**config.mk**
```make
export PLATFORM = sky130hd
export DESIGN_NAME = rd_strobe_filter
export DESIGN_NICKNAME = d
export VERILOG_FILES = /design/src/rtl/rsf_pkg.sv /design/src/rtl/rsf_sync.sv /design/src/rtl/rsf_ctrl.sv /design/src/rtl/rsf_datapath.sv /design/src/rtl/rd_strobe_filter.sv
export SDC_FILE = /design/constraint.sdc
export NUM_CORES = 1
export LEC_CHECK = 0
export ABC_AREA = 1
export BUFFER_PORTS_ARGS = -buffer_cell sky130_fd_sc_hd__buf_2
export CAP_MARGIN = 20
export CORE_MARGIN = 4
export CORE_UTILIZATION = 43
export DETAILED_ROUTE_END_ITERATION = 8
export PLACE_DENSITY = 0.75
export REMOVE_ABC_BUFFERS = 1
export SKIP_LAST_GASP = 1
export SLEW_MARGIN = 40
export SYNTH_ARGS = -nofsm -noshare
export SYNTH_HDL_FRONTEND = slang
export SYNTH_SLANG_ARGS = --single-unit
export TNS_END_PERCENT = 50
```
**constraint.sdc**
```tcl
create_clock -name clk -period 1.3 [get_ports clk]
set_input_delay 0.26 -clock clk [delete_from_list [all_inputs] [get_ports clk]]
set_output_delay 0.26 -clock clk [all_outputs]
set_load 0.005 [all_outputs]
```
**src/rtl/rsf_pkg.sv**
```systemverilog
package rsf_pkg;

  typedef enum logic {
    ST_IDLE   = 1'b0,
    ST_ACTIVE = 1'b1
  } rsfState_e;

  // Strobes from the control FSM to the datapath; each is one cycle wide.
  typedef struct packed {
    logic startRead;
    logic endRead;
    logic glitchSeen;
  } rsfStrobes_t;

endpackage

```
**src/rtl/rsf_sync.sv**
```systemverilog
module rsf_sync #(
  parameter int   STAGES    = 2,
  parameter logic RESET_VAL = 1'b1
) (
  input  logic clk,
  input  logic rstN,
  input  logic asyncIn,
  output logic syncOut
);

  logic [STAGES-1:0] chain;

  generate
    if (STAGES == 1) begin : g_single
      always_ff @(posedge clk or negedge rstN) begin
        if (!rstN) chain <= RESET_VAL;
        else       chain <= asyncIn;
      end
    end else begin : g_multi
      always_ff @(posedge clk or negedge rstN) begin
        if (!rstN) chain <= {STAGES{RESET_VAL}};
        else       chain <= {chain[STAGES-2:0], asyncIn};
      end
    end
  endgenerate

  assign syncOut = chain[STAGES-1];

endmodule

```
**src/rtl/rsf_ctrl.sv**
```systemverilog
module rsf_ctrl
  import rsf_pkg::*;
#(
  parameter int DEASSERT_CLKS = 4
) (
  input  logic        clk,
  input  logic        rstN,
  input  logic        strobeHigh,
  output rsfStrobes_t strobes,
  output logic        readActive
);

  localparam int RUN_W = (DEASSERT_CLKS < 2) ? 1 : $clog2(DEASSERT_CLKS);
  localparam logic [RUN_W-1:0] RUN_LAST = RUN_W'(DEASSERT_CLKS - 1);

  rsfState_e        state, stateNext;
  logic [RUN_W-1:0] highRun, highRunNext;

  always_comb begin
    stateNext   = state;
    highRunNext = highRun;
    strobes     = '0;
    unique case (state)
      ST_IDLE: begin
        if (!strobeHigh) begin
          strobes.startRead = 1'b1;
          stateNext         = ST_ACTIVE;
          highRunNext       = '0;
        end
      end
      ST_ACTIVE: begin
        if (strobeHigh) begin
          if (highRun == RUN_LAST) begin
            strobes.endRead = 1'b1;
            stateNext       = ST_IDLE;
            highRunNext     = '0;
          end else begin
            highRunNext = highRun + 1'b1;
          end
        end else if (highRun != '0) begin
          // high run too short to qualify: absorb it into the current read
          strobes.glitchSeen = 1'b1;
          highRunNext        = '0;
        end
      end
      default: stateNext = ST_IDLE;
    endcase
  end

  always_ff @(posedge clk or negedge rstN) begin
    if (!rstN) begin
      state   <= ST_IDLE;
      highRun <= '0;
    end else begin
      state   <= stateNext;
      highRun <= highRunNext;
    end
  end

  assign readActive = (state == ST_ACTIVE);

endmodule

```
**src/rtl/rsf_datapath.sv**
```systemverilog
module rsf_datapath
  import rsf_pkg::*;
#(
  parameter int WADDR_W  = 23,
  parameter int DATA_W   = 16,
  parameter int GLITCH_W = 8
) (
  input  logic                clk,
  input  logic                rstN,
  input  rsfStrobes_t         strobes,
  input  logic                readActive,
  input  logic [WADDR_W-1:0]  hostWordAddr,
  input  logic                rdValid,
  input  logic [DATA_W-1:0]   rdData,
  output logic                readReq,
  output logic [WADDR_W-1:0]  reqAddr,
  output logic [DATA_W-1:0]   busData,
  output logic                busDataOe,
  output logic [GLITCH_W-1:0] glitchCount
);

  localparam logic [GLITCH_W-1:0] GLITCH_MAX = '1;

  logic [DATA_W-1:0] dataReg;
  logic              dataLoaded;

  always_ff @(posedge clk or negedge rstN) begin
    if (!rstN) begin
      readReq <= 1'b0;
      reqAddr <= '0;
    end else begin
      readReq <= strobes.startRead;
      if (strobes.startRead) reqAddr <= hostWordAddr;
    end
  end

  always_ff @(posedge clk or negedge rstN) begin
    if (!rstN) begin
      dataReg    <= '0;
      dataLoaded <= 1'b0;
    end else if (strobes.startRead || strobes.endRead) begin
      dataLoaded <= 1'b0;
    end else if (rdValid && readActive) begin
      dataReg    <= rdData;
      dataLoaded <= 1'b1;
    end
  end

  always_ff @(posedge clk or negedge rstN) begin
    if (!rstN) begin
      glitchCount <= '0;
    end else if (strobes.glitchSeen && glitchCount != GLITCH_MAX) begin
      glitchCount <= glitchCount + 1'b1;
    end
  end

  assign busData   = dataReg;
  assign busDataOe = dataLoaded;

endmodule

```
**src/rtl/rd_strobe_filter.sv**
```systemverilog
module rd_strobe_filter
  import rsf_pkg::*;
#(
  parameter int ADDR_W        = 24,
  parameter int DATA_W        = 16,
  parameter int SYNC_STAGES   = 2,
  parameter int DEASSERT_CLKS = 4,
  parameter int GLITCH_W      = 8,
  localparam int WADDR_W      = ADDR_W - 1
) (
  input  logic                clk,
  input  logic                rstN,
  input  logic                oeN,
  input  logic [WADDR_W-1:0]  hostWordAddr,
  input  logic                rdValid,
  input  logic [DATA_W-1:0]   rdData,
  output logic                readReq,
  output logic [WADDR_W-1:0]  reqAddr,
  output logic [DATA_W-1:0]   busData,
  output logic                busDataOe,
  output logic [GLITCH_W-1:0] glitchCount
);

  logic        oeHigh;
  logic        readActive;
  rsfStrobes_t strobes;

  rsf_sync #(.STAGES(SYNC_STAGES), .RESET_VAL(1'b1)) i_sync (
    .clk(clk), .rstN(rstN), .asyncIn(oeN), .syncOut(oeHigh)
  );

  rsf_ctrl #(.DEASSERT_CLKS(DEASSERT_CLKS)) i_ctrl (
    .clk(clk), .rstN(rstN), .strobeHigh(oeHigh),
    .strobes(strobes), .readActive(readActive)
  );

  rsf_datapath #(.WADDR_W(WADDR_W), .DATA_W(DATA_W), .GLITCH_W(GLITCH_W)) i_dp (
    .clk(clk), .rstN(rstN), .strobes(strobes), .readActive(readActive),
    .hostWordAddr(hostWordAddr), .rdValid(rdValid), .rdData(rdData),
    .readReq(readReq), .reqAddr(reqAddr), .busData(busData),
    .busDataOe(busDataOe), .glitchCount(glitchCount)
  );

endmodule

```
==> reports/qor.yml <==
route:
  dr.first_iter.drc_count: 123
  drc: 0
  vias: 1960
  drt.antenna.violating_nets: 0
  via_per_inst: 4.54
  routedWlPerCell_um: 12.1
  dr.pass1.iters: 4
  totalWireLength_um: 5230
floorplanning:
  start_util_pct: 44.6
  ios: 92
  die_y_um: 81.0
  placementRows: 26
  dieArea_sq_um: 6560
  coreArea_sq_um: 5140
  die_w_um: 81.0
global_routing:
  grt_pass1_vias: 1891
  grt_antenna_before_repair: 0
  gr-usage-all-layers_pct: 17.0
  grt_start_max_net_pins: 40
  grt.overflow.total: 0
  grt_pass1_wl_um: 8670
sta:
  finalSetupTns_ns: -0.0985
  max_freq_ghz: 0.756
  period_share_pct: 102
  finalHoldViolations: 0
  whs_ns: 0.0349
  rsz0062_at_grt: "yes"
  period_needed_ns: 1.32
  tightest_slew_ns: 0.254
  slew_violations: 0
  clock-skew-final_ns: 0.00706
  setup_viol: 14
  worst_slack_ns: -0.0232
  slew_headroom_pct: 83.0
clock_network:
  cts.path.max_buffers: 2
  worst_skew_pair.late_latency_ns: 0.31
  cts_tree: "built"
  path_clk_slew_ns: 0.10
  clkSinkCount: 54
  cts_root_buf: "clkbuf_8"
  cts_buffers: 5
  htree_levels: 2
power:
  clockPowerShare_pct: 16.6
  intPower_mw: 3.87
  power_density_nw_per_um2: 1940
  power_frac_comb_pct: 38.5
  power_frac_seq_pct: 45.0
  switchingPower_mw: 2.14
  leakagePower_nw: 1.74
  switching_share_pct: 35.7
  peakVddDrop_mv: 1.06
  total_power_mw: 6.01
synth:
  avgSynthCellArea_sq_um: 9.06
  synth.distinct_cells: 22
  syn-cell-area_sq_um: 2290
  synthCells: 253
  ys_seq_area_share_pct: 59.1
  ys_ff_latch: 54
  yosysWarnings: 0
critical_path:
  startpoint_type: "flip-flop"
  crit_path_max_fanout: 16
  worstSetupEndpointType: "flip-flop"
  cp_data_required_time_ns: 1.51
  criticalPathCategory: "flip-flop to flip-flop"
  cp.arrival_ns: 1.53
placement:
  hpwl_um: 3800
  finalWeightedCongestion: 0.837
  io_buffers: 91
status:
  status: "finished, violations left"
  violations: "negative setup slack"
layout:
  finalNetCount: 407
  antenna_cells: 0
  area_growth_pct: 35.4
  layout-drive-gt1-share_pct: 41.7
  final_core_util_pct: 60.4
worst_hold_path:
  worst_hold_path_type: "primary input to flip-flop"
job:
  maxCapViolCount: 0
-- logic make-up after synthesis --
kind of cell	share of synthesized area, %
AO/OA/AOI/OAI	8.52
XOR/XNOR	0.764
adder cells (fa/ha/maj)	1.64
buffers and inverters	7.10
flip-flops	59.1
AND/OR/NAND/NOR	22.9
-- routing by layer --
metal  vias to the layer above  GRT usage [%]  part of all wire (%)
met3                         8           3.88                   5.0
met1                       906           23.2                    42
li1                        985              -                     -
met4                         0           5.74                   1.7
met5                         -              0                     0
met2                        61           26.8                    51
-- cell type report --
| type | instances | area (sq um) |
|---|---|---|
| multi-input combinational | 163 | 816 |
| fill | 473 | 2040 |
| sequential | 54 | 1360 |
| clock inverter | 3 | 28.8 |
| tap | 70 | 87.6 |
| timing repair buffer | 108 | 634 |
| clock buffer | 5 | 68.8 |
| inverter | 29 | 114 |
-- power by group through the flow --
stage / Combinational [mW] / Sequential, mW / Clock (mW)
floorplan: 0.944 / 2.78 / 0
global placement: 2.12 / 2.69 / 0
detailed placement: 2.20 / 2.71 / 0
CTS: 2.29 / 2.69 / 1.03
global route: 2.61 / 2.79 / 1.11
finish: 2.31 / 2.70 / 0.996
-- critical path, cell delays in order (launching register included) --
cell,delay (ns)
dfrtp_1,0.41
ha_2,0.21
o21ai_4,0.16
nand3_4,0.13
buf_12,0.18
nand2_1,0.08
o21ai_2,0.05
-- cells in the final DEF (no fill, tap or decap), types with 2 or more instances in the layout --
master / n
o21ai_1: 2
o21ai_0: 2
nor3_1: 2
nand2_2: 5
buf_4: 12
dfrtp_1: 51
nand2_1: 112
o21ai_2: 16
dfstp_2: 2
nor2_1: 8
ha_2: 2
buf_12: 2
nand3_1: 3
buf_2: 91
inv_6: 2
inv_1: 24
inv_2: 4
clkbuf_8: 5
-- timing repair --
item | 4_1_cts | 5_1_grt
hold buffers | 1 | 0
endpoints found under the setup margin | 22 | 51
cloned | 1 | 0
endpoints found under the hold margin | 52 | 0
setup buffers | 1 | 0
resized for setup | 4 | 17
pin swaps | 2 | 5
-- state kept, by name, summed over array words and instances, names as in the netlist --
name               flops
i_dp.glitchCount       8
i_ctrl.highRun         2
i_dp.busData          16
i_ctrl.readActive      1
i_dp.busDataOe         1
i_sync.chain           2
i_dp.reqAddr          23
i_dp.readReq           1
-- synthesized netlist by cell type, drive strengths merged --
cell type	instances	area, sq um
ha	3	37.5
o211ai	1	7.51
nor3	2	10.0
o22ai	1	6.26
xnor2	1	8.76
a21oi	1	5.00
nand3	5	30.0
o21ai	21	176
xor2	1	8.76
nand2	117	444
dfrtp	52	1300
inv	29	109
nand3b	1	7.51
dfstp	2	52.6
buf	7	53.8
nor2	9	33.8
-- metrics by stage --
stage	area, sq um	setup slack, ns	instances
final	3100	-0.0232	432
after global placement	2910	-0.00374	421
after floorplan	2240	-0.353	246
after CTS	3070	-0.0286	432
after global routing	3100	-0.0720	432
after detailed placement	2910	-0.0496	421
-- path summary, 6_finish.rpt --
check | from | endpoint | slack, ns | cells after the start
max in group asynchronous | rstN | i_sync.chain[0] | 0.59 | 3
min in group asynchronous | rstN | i_dp.reqAddr[3] | 0.46 | 3
setup / recovery | i_ctrl.highRun[0] | i_dp.busData[3] | -0.02 | 6
hold reg to reg | i_sync.chain[0] | i_sync.chain[1] | 0.36 | 0
setup reg to reg | i_ctrl.highRun[0] | i_dp.busData[3] | -0.02 | 6
hold / removal | oeN | i_sync.chain[0] | 0.03 | 1
(Power assumes the default switching activity.)
